**config.mk**
```make
export PLATFORM = sky130hd
export DESIGN_NAME = dmarb_top
export DESIGN_NICKNAME = d
export VERILOG_FILES = /design/src/rtl/dmarb_pkg.sv /design/src/rtl/dmarb_sync.sv /design/src/rtl/dmarb_regs.sv /design/src/rtl/dmarb_chreq.sv /design/src/rtl/dmarb_arbiter.sv /design/src/rtl/dmarb_tc.sv /design/src/rtl/dmarb_top.sv
export SDC_FILE = /design/constraint.sdc
export NUM_CORES = 1
export LEC_CHECK = 0
export BUFFER_PORTS_ARGS = -buffer_cell sky130_fd_sc_hd__buf_4
export CORE_AREA = 3 3 95 119
export DETAILED_ROUTE_END_ITERATION = 16
export DIE_AREA = 0 0 98 122
export PLACE_DENSITY = 0.57
export SKIP_LAST_GASP = 1
export SLEW_MARGIN = 20
export SYNTH_ARGS = -nofsm -noshare
export SYNTH_HDL_FRONTEND = slang
export SYNTH_HIERARCHICAL = 1
export SYNTH_SLANG_ARGS = --single-unit
```
**constraint.sdc**
```tcl
create_clock -name clk -period 3.4 [get_ports clk]
set_input_delay 0.34 -clock clk [delete_from_list [all_inputs] [get_ports clk]]
set_output_delay 0.34 -clock clk [all_outputs]
set_load 0.03 [all_outputs]
```
**src/rtl/dmarb_pkg.sv**
```systemverilog
package dmarb_pkg;

    localparam int NCH    = 4;
    localparam int IDX_W  = $clog2(NCH);
    localparam int SRC_W  = 4;
    localparam int NSRC   = 1 << SRC_W;
    localparam int DATA_W = 8;
    localparam int ADDR_W = 3;

    localparam logic [ADDR_W-1:0] ADDR_GLB  = ADDR_W'(0);
    localparam logic [ADDR_W-1:0] ADDR_ENA  = ADDR_W'(1);
    localparam int                CH_BASE   = 4;

    localparam logic [SRC_W-1:0] SRC_SOFT = SRC_W'(0);
    localparam logic [SRC_W-1:0] SRC_PIN  = SRC_W'(1);

    typedef struct packed {
        logic             ack_en;
        logic             edge_mode;
        logic [SRC_W-1:0] src;
    } ch_ctrl_t;

    typedef struct packed {
        logic tc_en;
        logic prio_rr;
    } glb_ctrl_t;

    typedef enum logic {ARB_IDLE, ARB_BUSY} arb_state_t;

    // Search requests starting at 'start', wrapping; returns {found, index}.
    function automatic logic [IDX_W:0] pick(input logic [NCH-1:0] r,
                                            input logic [IDX_W-1:0] start);
        logic [IDX_W-1:0] idx;
        logic [IDX_W:0]   res;
        res = '0;
        for (int k = NCH - 1; k >= 0; k--) begin
            idx = start + IDX_W'(k);
            if (r[idx]) res = {1'b1, idx};
        end
        return res;
    endfunction

    function automatic logic [NCH-1:0] onehot(input logic [IDX_W-1:0] idx);
        logic [NCH-1:0] v;
        v = '0;
        v[idx] = 1'b1;
        return v;
    endfunction

endpackage

```
**src/rtl/dmarb_sync.sv**
```systemverilog
module dmarb_sync #(
    parameter int   STAGES  = 2,
    parameter logic RST_VAL = 1'b1
) (
    input  logic clk,
    input  logic rst,
    input  logic d,
    output logic q
);
    logic [STAGES-1:0] chain;

    always_ff @(posedge clk) begin
        if (rst) chain <= {STAGES{RST_VAL}};
        else     chain <= {chain[STAGES-2:0], d};
    end

    assign q = chain[STAGES-1];

endmodule

```
**src/rtl/dmarb_regs.sv**
```systemverilog
module dmarb_regs
    import dmarb_pkg::*;
(
    input  logic                   clk,
    input  logic                   rst,
    input  logic                   bus_wr,
    input  logic [ADDR_W-1:0]      bus_addr,
    input  logic [DATA_W-1:0]      bus_wdata,
    output logic [DATA_W-1:0]      bus_rdata,
    input  logic [NCH-1:0]         sw_taken,
    input  logic [NCH-1:0]         req_view,
    output glb_ctrl_t              glb,
    output logic [NCH-1:0]         ch_en,
    output logic [NCH-1:0]         sw_req,
    output ch_ctrl_t [NCH-1:0]     ctrl
);
    localparam int CTRL_W = $bits(ch_ctrl_t);

    logic wr_glb, wr_ena;
    assign wr_glb = bus_wr && (bus_addr == ADDR_GLB);
    assign wr_ena = bus_wr && (bus_addr == ADDR_ENA);

    always_ff @(posedge clk) begin
        if (rst) begin
            glb    <= '0;
            ch_en  <= '0;
            sw_req <= '0;
        end else begin
            if (wr_glb) glb <= glb_ctrl_t'(bus_wdata[1:0]);
            if (wr_ena) begin
                ch_en  <= bus_wdata[DATA_W-1 -: NCH];
                sw_req <= bus_wdata[NCH-1:0];
            end else begin
                sw_req <= sw_req & ~sw_taken;
            end
        end
    end

    for (genvar i = 0; i < NCH; i++) begin : g_ctrl
        logic wr_ch;
        assign wr_ch = bus_wr && (bus_addr == ADDR_W'(CH_BASE + i));

        always_ff @(posedge clk) begin
            if (rst)        ctrl[i] <= '0;
            else if (wr_ch) ctrl[i] <= ch_ctrl_t'(bus_wdata[CTRL_W-1:0]);
        end

        // a taken software bit is gone next cycle unless rewritten
        assert_sw_clear_R13: assert property (@(posedge clk) disable iff (rst)
            (sw_req[i] && ch_en[i] && !wr_ena) |=> !sw_req[i]);
    end

    logic [IDX_W-1:0] ch_sel;
    assign ch_sel = IDX_W'(bus_addr - ADDR_W'(CH_BASE));

    always_comb begin
        bus_rdata = '0;
        if (bus_addr == ADDR_GLB)
            bus_rdata = {req_view, 2'b00, glb.tc_en, glb.prio_rr};
        else if (bus_addr == ADDR_ENA)
            bus_rdata = {ch_en, sw_req};
        else if (int'(bus_addr) >= CH_BASE && int'(bus_addr) < CH_BASE + NCH)
            bus_rdata = DATA_W'(ctrl[ch_sel]);
    end

endmodule

```
**src/rtl/dmarb_chreq.sv**
```systemverilog
module dmarb_chreq
    import dmarb_pkg::*;
#(
    parameter int SYNC_STAGES = 2
) (
    input  logic            clk,
    input  logic            rst,
    input  logic            pin_n,
    input  ch_ctrl_t        ctrl,
    input  logic            en,
    input  logic            sw_req,
    input  logic [NSRC-1:0] periph_req,
    input  logic            grant_clr,
    input  logic            cancel_clr,
    output logic            req,
    output logic            view,
    output logic            sw_taken
);
    logic pin_s, pin_d, pend;
    logic from_pin, fall, lvl, periph_hit, set;

    dmarb_sync #(.STAGES(SYNC_STAGES), .RST_VAL(1'b1)) u_pin_sync (
        .clk (clk),
        .rst (rst),
        .d   (pin_n),
        .q   (pin_s)
    );

    always_ff @(posedge clk) begin
        if (rst) pin_d <= 1'b1;
        else     pin_d <= pin_s;
    end

    assign from_pin   = (ctrl.src == SRC_PIN);
    assign fall       = pin_d & ~pin_s;
    assign lvl        = from_pin & ~ctrl.edge_mode & ~pin_s;
    assign periph_hit = (ctrl.src != SRC_SOFT) && !from_pin && periph_req[ctrl.src];
    assign set        = en & (sw_req | (from_pin & ctrl.edge_mode & fall) | periph_hit);

    always_ff @(posedge clk) begin
        if (rst)             pend <= 1'b0;
        else if (cancel_clr) pend <= 1'b0;
        else                 pend <= (pend & ~grant_clr) | set;
    end

    assign req      = en & (pend | lvl);
    assign view     = pend | lvl;
    assign sw_taken = en & sw_req;

    // a cancelled channel holds no latched request afterwards
    assert_pend_cancel_R12: assert property (@(posedge clk) disable iff (rst)
        cancel_clr |=> !pend);

    // a disabled channel never latches a request
    assert_pend_enable_R3: assert property (@(posedge clk) disable iff (rst)
        (!en && !pend) |=> !pend);

endmodule

```
**src/rtl/dmarb_arbiter.sv**
```systemverilog
module dmarb_arbiter
    import dmarb_pkg::*;
(
    input  logic             clk,
    input  logic             rst,
    input  logic [NCH-1:0]   req,
    input  logic             prio_rr,
    input  logic             done,
    input  logic             cancel,
    output logic             grant_valid,
    output logic [IDX_W-1:0] grant_ch,
    output logic [NCH-1:0]   take
);
    arb_state_t       state;
    logic [IDX_W-1:0] last_q;
    logic [IDX_W-1:0] start;
    logic [IDX_W:0]   pk;
    logic             hit;
    logic [IDX_W-1:0] win;

    assign start = prio_rr ? (last_q + IDX_W'(1)) : '0;
    assign pk    = pick(req, start);
    assign hit   = pk[IDX_W];
    assign win   = pk[IDX_W-1:0];
    assign take  = (state == ARB_IDLE && hit) ? onehot(win) : '0;

    always_ff @(posedge clk) begin
        if (rst) begin
            state    <= ARB_IDLE;
            grant_ch <= '0;
            last_q   <= IDX_W'(NCH - 1);
        end else begin
            case (state)
                ARB_IDLE: if (hit) begin
                    state    <= ARB_BUSY;
                    grant_ch <= win;
                    last_q   <= win;
                end
                ARB_BUSY: if (done || cancel) state <= ARB_IDLE;
                default:  state <= ARB_IDLE;
            endcase
        end
    end

    assign grant_valid = (state == ARB_BUSY);

    // an active grant keeps its channel until done or cancel
    assert_grant_hold_R9: assert property (@(posedge clk) disable iff (rst)
        (grant_valid && !done && !cancel) |=> (grant_valid && $stable(grant_ch)));

    // done or cancel always returns to idle
    assert_grant_end_R9: assert property (@(posedge clk) disable iff (rst)
        (grant_valid && (done || cancel)) |=> !grant_valid);

endmodule

```
**src/rtl/dmarb_tc.sv**
```systemverilog
module dmarb_tc #(
    parameter int SYNC_STAGES = 2
) (
    input  logic clk,
    input  logic rst,
    input  logic tc_en,
    input  logic busy,
    input  logic zero_sel,
    input  logic tc_pin_in,
    output logic tc_drive_low,
    output logic abort_fall
);
    logic                   zero_d;
    logic                   line_s, line_d;
    logic [SYNC_STAGES-1:0] drive_hist;
    logic                   own_mask;

    always_ff @(posedge clk) begin
        if (rst) begin
            zero_d       <= 1'b0;
            tc_drive_low <= 1'b0;
        end else begin
            zero_d       <= zero_sel;
            tc_drive_low <= tc_en & busy & zero_sel & ~zero_d;
        end
    end

    dmarb_sync #(.STAGES(SYNC_STAGES), .RST_VAL(1'b1)) u_line_sync (
        .clk (clk),
        .rst (rst),
        .d   (tc_pin_in),
        .q   (line_s)
    );

    // History of own drive, long enough to cover the synchronizer delay
    always_ff @(posedge clk) begin
        if (rst) begin
            line_d     <= 1'b1;
            drive_hist <= '0;
        end else begin
            line_d     <= line_s;
            drive_hist <= {drive_hist[SYNC_STAGES-2:0], tc_drive_low};
        end
    end

    assign own_mask   = tc_drive_low | (|drive_hist);
    assign abort_fall = tc_en & line_d & ~line_s & ~own_mask;

    // the terminal-count pulse lasts one cycle
    assert_tc_single_R11: assert property (@(posedge clk) disable iff (rst)
        tc_drive_low |=> !tc_drive_low);

    // no pulse unless the line was enabled
    assert_tc_enabled_R11: assert property (@(posedge clk) disable iff (rst)
        tc_drive_low |-> $past(tc_en));

endmodule

```
**src/rtl/dmarb_top.sv**
```systemverilog
module dmarb_top
    import dmarb_pkg::*;
#(
    parameter int SYNC_STAGES = 2
) (
    input  logic              clk,
    input  logic              rst,
    input  logic              bus_wr,
    input  logic [ADDR_W-1:0] bus_addr,
    input  logic [DATA_W-1:0] bus_wdata,
    output logic [DATA_W-1:0] bus_rdata,
    input  logic [NCH-1:0]    req_pin_n,
    input  logic [NSRC-1:0]   periph_req,
    input  logic              xfer_done,
    input  logic [NCH-1:0]    cnt_zero,
    input  logic              tc_pin_in,
    output logic              grant_valid,
    output logic [IDX_W-1:0]  grant_ch,
    output logic              xfer_cancel,
    output logic [NCH-2:0]    ack,
    output logic              tc_drive_low
);
    glb_ctrl_t            glb;
    logic [NCH-1:0]       ch_en, sw_req, sw_taken, req_view, req, take, cancel_clr;
    ch_ctrl_t [NCH-1:0]   ctrl;
    logic                 abort_fall;

    dmarb_regs u_regs (
        .clk       (clk),
        .rst       (rst),
        .bus_wr    (bus_wr),
        .bus_addr  (bus_addr),
        .bus_wdata (bus_wdata),
        .bus_rdata (bus_rdata),
        .sw_taken  (sw_taken),
        .req_view  (req_view),
        .glb       (glb),
        .ch_en     (ch_en),
        .sw_req    (sw_req),
        .ctrl      (ctrl)
    );

    assign cancel_clr = xfer_cancel ? onehot(grant_ch) : '0;

    for (genvar i = 0; i < NCH; i++) begin : g_ch
        dmarb_chreq #(.SYNC_STAGES(SYNC_STAGES)) u_chreq (
            .clk        (clk),
            .rst        (rst),
            .pin_n      (req_pin_n[i]),
            .ctrl       (ctrl[i]),
            .en         (ch_en[i]),
            .sw_req     (sw_req[i]),
            .periph_req (periph_req),
            .grant_clr  (take[i]),
            .cancel_clr (cancel_clr[i]),
            .req        (req[i]),
            .view       (req_view[i]),
            .sw_taken   (sw_taken[i])
        );
    end

    dmarb_arbiter u_arb (
        .clk         (clk),
        .rst         (rst),
        .req         (req),
        .prio_rr     (glb.prio_rr),
        .done        (xfer_done),
        .cancel      (xfer_cancel),
        .grant_valid (grant_valid),
        .grant_ch    (grant_ch),
        .take        (take)
    );

    dmarb_tc #(.SYNC_STAGES(SYNC_STAGES)) u_tc (
        .clk          (clk),
        .rst          (rst),
        .tc_en        (glb.tc_en),
        .busy         (grant_valid),
        .zero_sel     (cnt_zero[grant_ch]),
        .tc_pin_in    (tc_pin_in),
        .tc_drive_low (tc_drive_low),
        .abort_fall   (abort_fall)
    );

    assign xfer_cancel = grant_valid & abort_fall;

    for (genvar i = 0; i < NCH - 1; i++) begin : g_ack
        assign ack[i] = grant_valid && (grant_ch == IDX_W'(i)) && ctrl[i].ack_en;
    end

    // never two acknowledges at once
    assert_ack_onehot_R10: assert property (@(posedge clk) disable iff (rst)
        $onehot0(ack));

    // a cancel ends the grant on the next cycle
    assert_cancel_idle_R12: assert property (@(posedge clk) disable iff (rst)
        xfer_cancel |=> !grant_valid);

endmodule

```
==> results by stage <==
Die:
- The boundary pin count is 56.
- After floorplanning, the core was sized to cover 10200 um2.
- Measured along the x axis, the die boundary spans 98 um.
- The die covers 12000 um2.
- The chip height is 122 um.
- The count of standard-cell rows is 41.
- The initial utilization of the core area, before any placement, comes to 34.8%.

Timing:
- Setup total negative slack on the finished layout was measured at 0 ps.
- The worst-case hold slack is 190 ps.
- The number of max-slew violations in the final report is 0.
- The worst path needs 3180 ps of the cycle, external delays included.
- The worst path uses 93.7% of the clock period.
- For this run, the top clock speed supported by timing is 314 MHz.
- The final number of hold-violating endpoints is 0.
- On the final layout, the worst clock skew is 6.32 ps.
- Setup slack on the critical path of the routed design comes to 215 ps.
- Measured against its own limit, the worst slew margin works out to 58.5%.
- Setup violations remaining at the end of the flow were counted as 0.
- Setup repair after global routing left no endpoint under its margin.
- At the pin with the least slew margin, the transition time is 619 ps.

Worst hold path:
- The start point of the worst min-delay path is req_pin_n[2].
- The worst hold path belongs to the class in2reg.
- The worst hold path passes through 2 cells.
- The endpoint of the worst hold-timing path is g_ch[2].u_chreq/u_pin_sync/chain[0].

Logic synthesis:
- The number of enable-type register cells in the synthesized netlist is 0.
- In the synthesized netlist the async set-or-reset flop fraction comes to 0%.
- The most common flop cell mapped by yosys is dfxtp_1.
- After synthesis the cells add up to 3560 um2.
- The sequential element share of the synthesized area is 34.9%.
- The average instance in the mapped netlist occupies 9.74 um2.
- The flop and latch count out of synthesis is 62.
- The yosys synthesis warning count is 6.
- The cell count after synthesis is 365.
- The synthesized net count is 405.
- Synthesis instantiated 58 different standard cells from the library.

Route:
- The DRC violations left is 0.
- The pre-antenna-repair detailed-routing pass consisted of 5 iterations.
- In the final routed layout, each cell accounts on average for 17.2 um.
- The count of routing violations after the opening detailed-route iteration is 133.
- The via count of the routed design is 2947.
- The post-detailed-route count of antenna-violating nets is 0.
- The wire length reported by the detailed router is 9.54 mm.
- The via density per instance is 5.33.

Layout:
- The finished cells cover 4380 um2.
- Leaving out fill and tap cells, the most frequent cells in the layout are dfxtp_1, nor2_1, buf_4.
- The fraction of final layout cells sized beyond drive strength 1 is 24.8%.
- The antenna diode instance count is 0.
- In the final design database the tool counted 459 nets.
- The leading cell type in the layout, fill and taps excluded is dfxtp_1.
- The number of fill cells in the layout is 1004.
- The area added between synthesis and finish is 23.2%.

Critical path:
- The critical path goes through nor2_1, and3_2, a21o_1, and2_1, nor2b_1, a211oi_1, a221o_1, o31ai_2, o2bb2ai_1, nor3_1, nor2b_1, a311o_1, a31oi_1, a31oi_1.
- The length in cells of the worst reg-to-reg path is 14.
- The kind of cell with the highest combined delay along the critical path is compound AO/OA/AOI/OAI gates.
- The worst setup path category is reg2reg.
- The register-to-register setup slack is 220 ps.
- The total buffers and inverters traversed by the critical path is 0.
- The delay of the slowest critical-path stage is 470 ps.
- The destination of the worst register-to-register timing path is g_ch[0].u_chreq/pend.
- The kind of capture point of the worst setup path is a flip-flop.
- The type of element launching the critical path is a flip-flop.
- The worst register-to-register path begins at u_regs/ctrl[7].
- The slowest cell on the critical path is dfxtp_1.
- Data arrives at the worst endpoint at 3400 ps.
- For the worst setup path, the data required time is 3610 ps.
- The critical path starts at u_regs/ctrl[7].
- The largest fanout on the critical path is 7.

CTS:
- Gates resized during post-CTS repair numbered 0.
- The root buffer cell chosen for the clock tree is clkbuf_16.
- The maximum root-to-sink buffer count is 2.
- The setup fix buffers added after clock tree synthesis is 0.
- The number of buffers added to fix hold violations after cts is 0.
- The H-tree was split into 3 levels.
- The total clock buffers created by CTS is 9.
- The count of clock tree sinks is 62.
- The clock edge transition at the registers on the reported setup and hold paths is 60 ps.
- TritonCTS built the clock tree.
- The clock latency at the later pin of the worst-skew pair is 330 ps.

Run status:
- The run finished with clean final reports.

Power and ir drop:
- The cell internal power dissipation is 0.00148 W.
- In this run the static leakage power is 1.87 nW.
- The power dissipated by switching net loads is 0.000410 W.
- The highest ir drop seen on vdd is 0.315 mV.
- The net switching fraction of the power is 21.6%.
- The sum of internal, switching and leakage power is 0.00189 W.
- In this run the power density over the cells is 432 nW/um2.
- The share of total power in combinational logic is 8.3%.
- The part of the total power dissipated in the clock network is 51.8%.
- Registers are responsible for 39.9% of the overall power.

Placement:
- The total of buffers placed on input and output ports is 53.
- The estimated wirelength of the detail-placed design is 7.03 mm.
- Summing all placed instances gives a cell area of 4060 um2.
- At the end of routability-driven placement, the weighted congestion stood at 0.842.
- At the placement stage, the worst setup path has a slack of 245 ps.

Global routing:
- The total routing resource utilization after global routing is 16.4%.
- The largest net degree at the start of global routing is 62.
- The number of antenna violations at the first check in global routing is 0.
- The via count of the first global-routing pass came to 2880.
- The sum of overflow across all layers after global routing is 0.
- The wire length of the first global-routing pass is 15.2 mm.

Run:
- The number of violations of the max-capacitance limit is 0.
==> cell usage after synthesis, types with 3 or more instances <==
| cell type | instances | area, um2 |
|---|---|---|
| and3_2 | 4 | 30.0 |
| dfxtp_1 | 62 | 1240 |
| o21bai_1 | 3 | 22.5 |
| and3b_1 | 4 | 35.0 |
| nor3_1 | 7 | 35.0 |
| a21oi_1 | 8 | 40.0 |
| o22a_1 | 4 | 35.0 |
| inv_1 | 6 | 22.5 |
| a311o_1 | 4 | 40.0 |
| or2_1 | 10 | 62.6 |
| mux2i_1 | 49 | 490 |
| mux4_1 | 8 | 210 |
| buf_2 | 5 | 25.0 |
| nand3b_1 | 6 | 45.0 |
| a31oi_1 | 12 | 75.1 |
| mux2_1 | 4 | 45.0 |
| clkbuf_1 | 5 | 18.8 |
| a21o_1 | 6 | 45.0 |
| nand2_1 | 12 | 45.0 |
| or2_2 | 5 | 31.3 |
| or3b_1 | 4 | 35.0 |
| and4b_2 | 4 | 45.0 |
| nor2_1 | 59 | 221 |
| nor2b_1 | 9 | 56.3 |
| buf_6 | 4 | 45.0 |
| o21ai_0 | 11 | 55.1 |
| mux4_2 | 5 | 113 |
| and2_1 | 9 | 56.3 |
==> area by class of cell <==
type | count | area (um2) | area share [%]
multi-input cells | 280 | 2180 | 49.8
flip-flops and latches | 62 | 1240 | 28.3
repair buffers | 59 | 443 | 10.1
clock buffers | 11 | 243 | 5.54
well taps | 129 | 161 | 3.68
clock inverters | 5 | 82.6 | 1.88
inverters | 7 | 27.5 | 0.628
==> flip-flops by register name (all words and copies together) (netlist names), 2 cells and up <==
| name | count |
|---|---|
| u_tc/drive_hist | 2 |
| u_regs/glb | 2 |
| g_ch.u_chreq/pend | 4 |
| u_tc/u_line_sync/chain | 2 |
| u_arb/last_q | 2 |
| g_ch.u_chreq/u_pin_sync/chain | 8 |
| g_ch.u_chreq/pin_d | 4 |
| u_regs/sw_req | 4 |
| u_arb/grant_ch | 2 |
| u_regs/ch_en | 4 |
| u_regs/ctrl | 24 |
==> worst register-to-register path, cell delays in order, from the launching register on <==
cell and delay (ps):
dfxtp_1 470, nor2_1 70, and3_2 220, a21o_1 190
and2_1 240, nor2b_1 160, a211oi_1 230, a221o_1 260
o31ai_2 110, o2bb2ai_1 200, nor3_1 270, nor2b_1 90
a311o_1 320, a31oi_1 150, a31oi_1 90
==> routing by layer <==
metal	GRT usage, %	up-vias	wire, um
li1	-	1464	-
met1	20.7	1391	4280
met2	27.5	81	4740
met3	3.55	11	385
met4	6.15	0	138
met5	0	-	0
==> through the flow <==
stage               utilization (%)  std cells
finish                         42.9        553
global route                   42.9        553
CTS                            42.9        553
detailed placement             39.7        537
global placement               39.7        537
floorplan                         -        365
==> power groups by stage <==
stage                     sequential [W]  combinational, W  clock (W)
final                           0.000757          0.000157   0.000981
after global routing            0.000758          0.000170    0.00104
after CTS                       0.000756          0.000159    0.00100
after detailed placement        0.000772          0.000157          0
after global placement          0.000772          0.000155          0
after floorplan                 0.000769         0.0000884          0
==> how the worst max path moves through the flow <==
stage	to	slack (ps)	depth (start not counted)
global placement	g_ch[0].u_chreq/pend	290	14
CTS	g_ch[0].u_chreq/pend	250	14
finish	g_ch[0].u_chreq/pend	220	14
global route	g_ch[0].u_chreq/pend	50	14
floorplan	g_ch[2].u_chreq/pend	670	13
detailed placement	g_ch[0].u_chreq/pend	240	14
==> logic make-up after synthesis <==
| kind of cell | Yosys count | synth area share, % |
|---|---|---|
| buffers and inverters | 23 | 3.69 |
| and+or+nand+nor | 152 | 24.8 |
| DFF | 62 | 34.9 |
| muxes | 67 | 24.5 |
| AOI/OAI and AO/OA | 61 | 12.1 |
(Power assumes the default switching activity.)
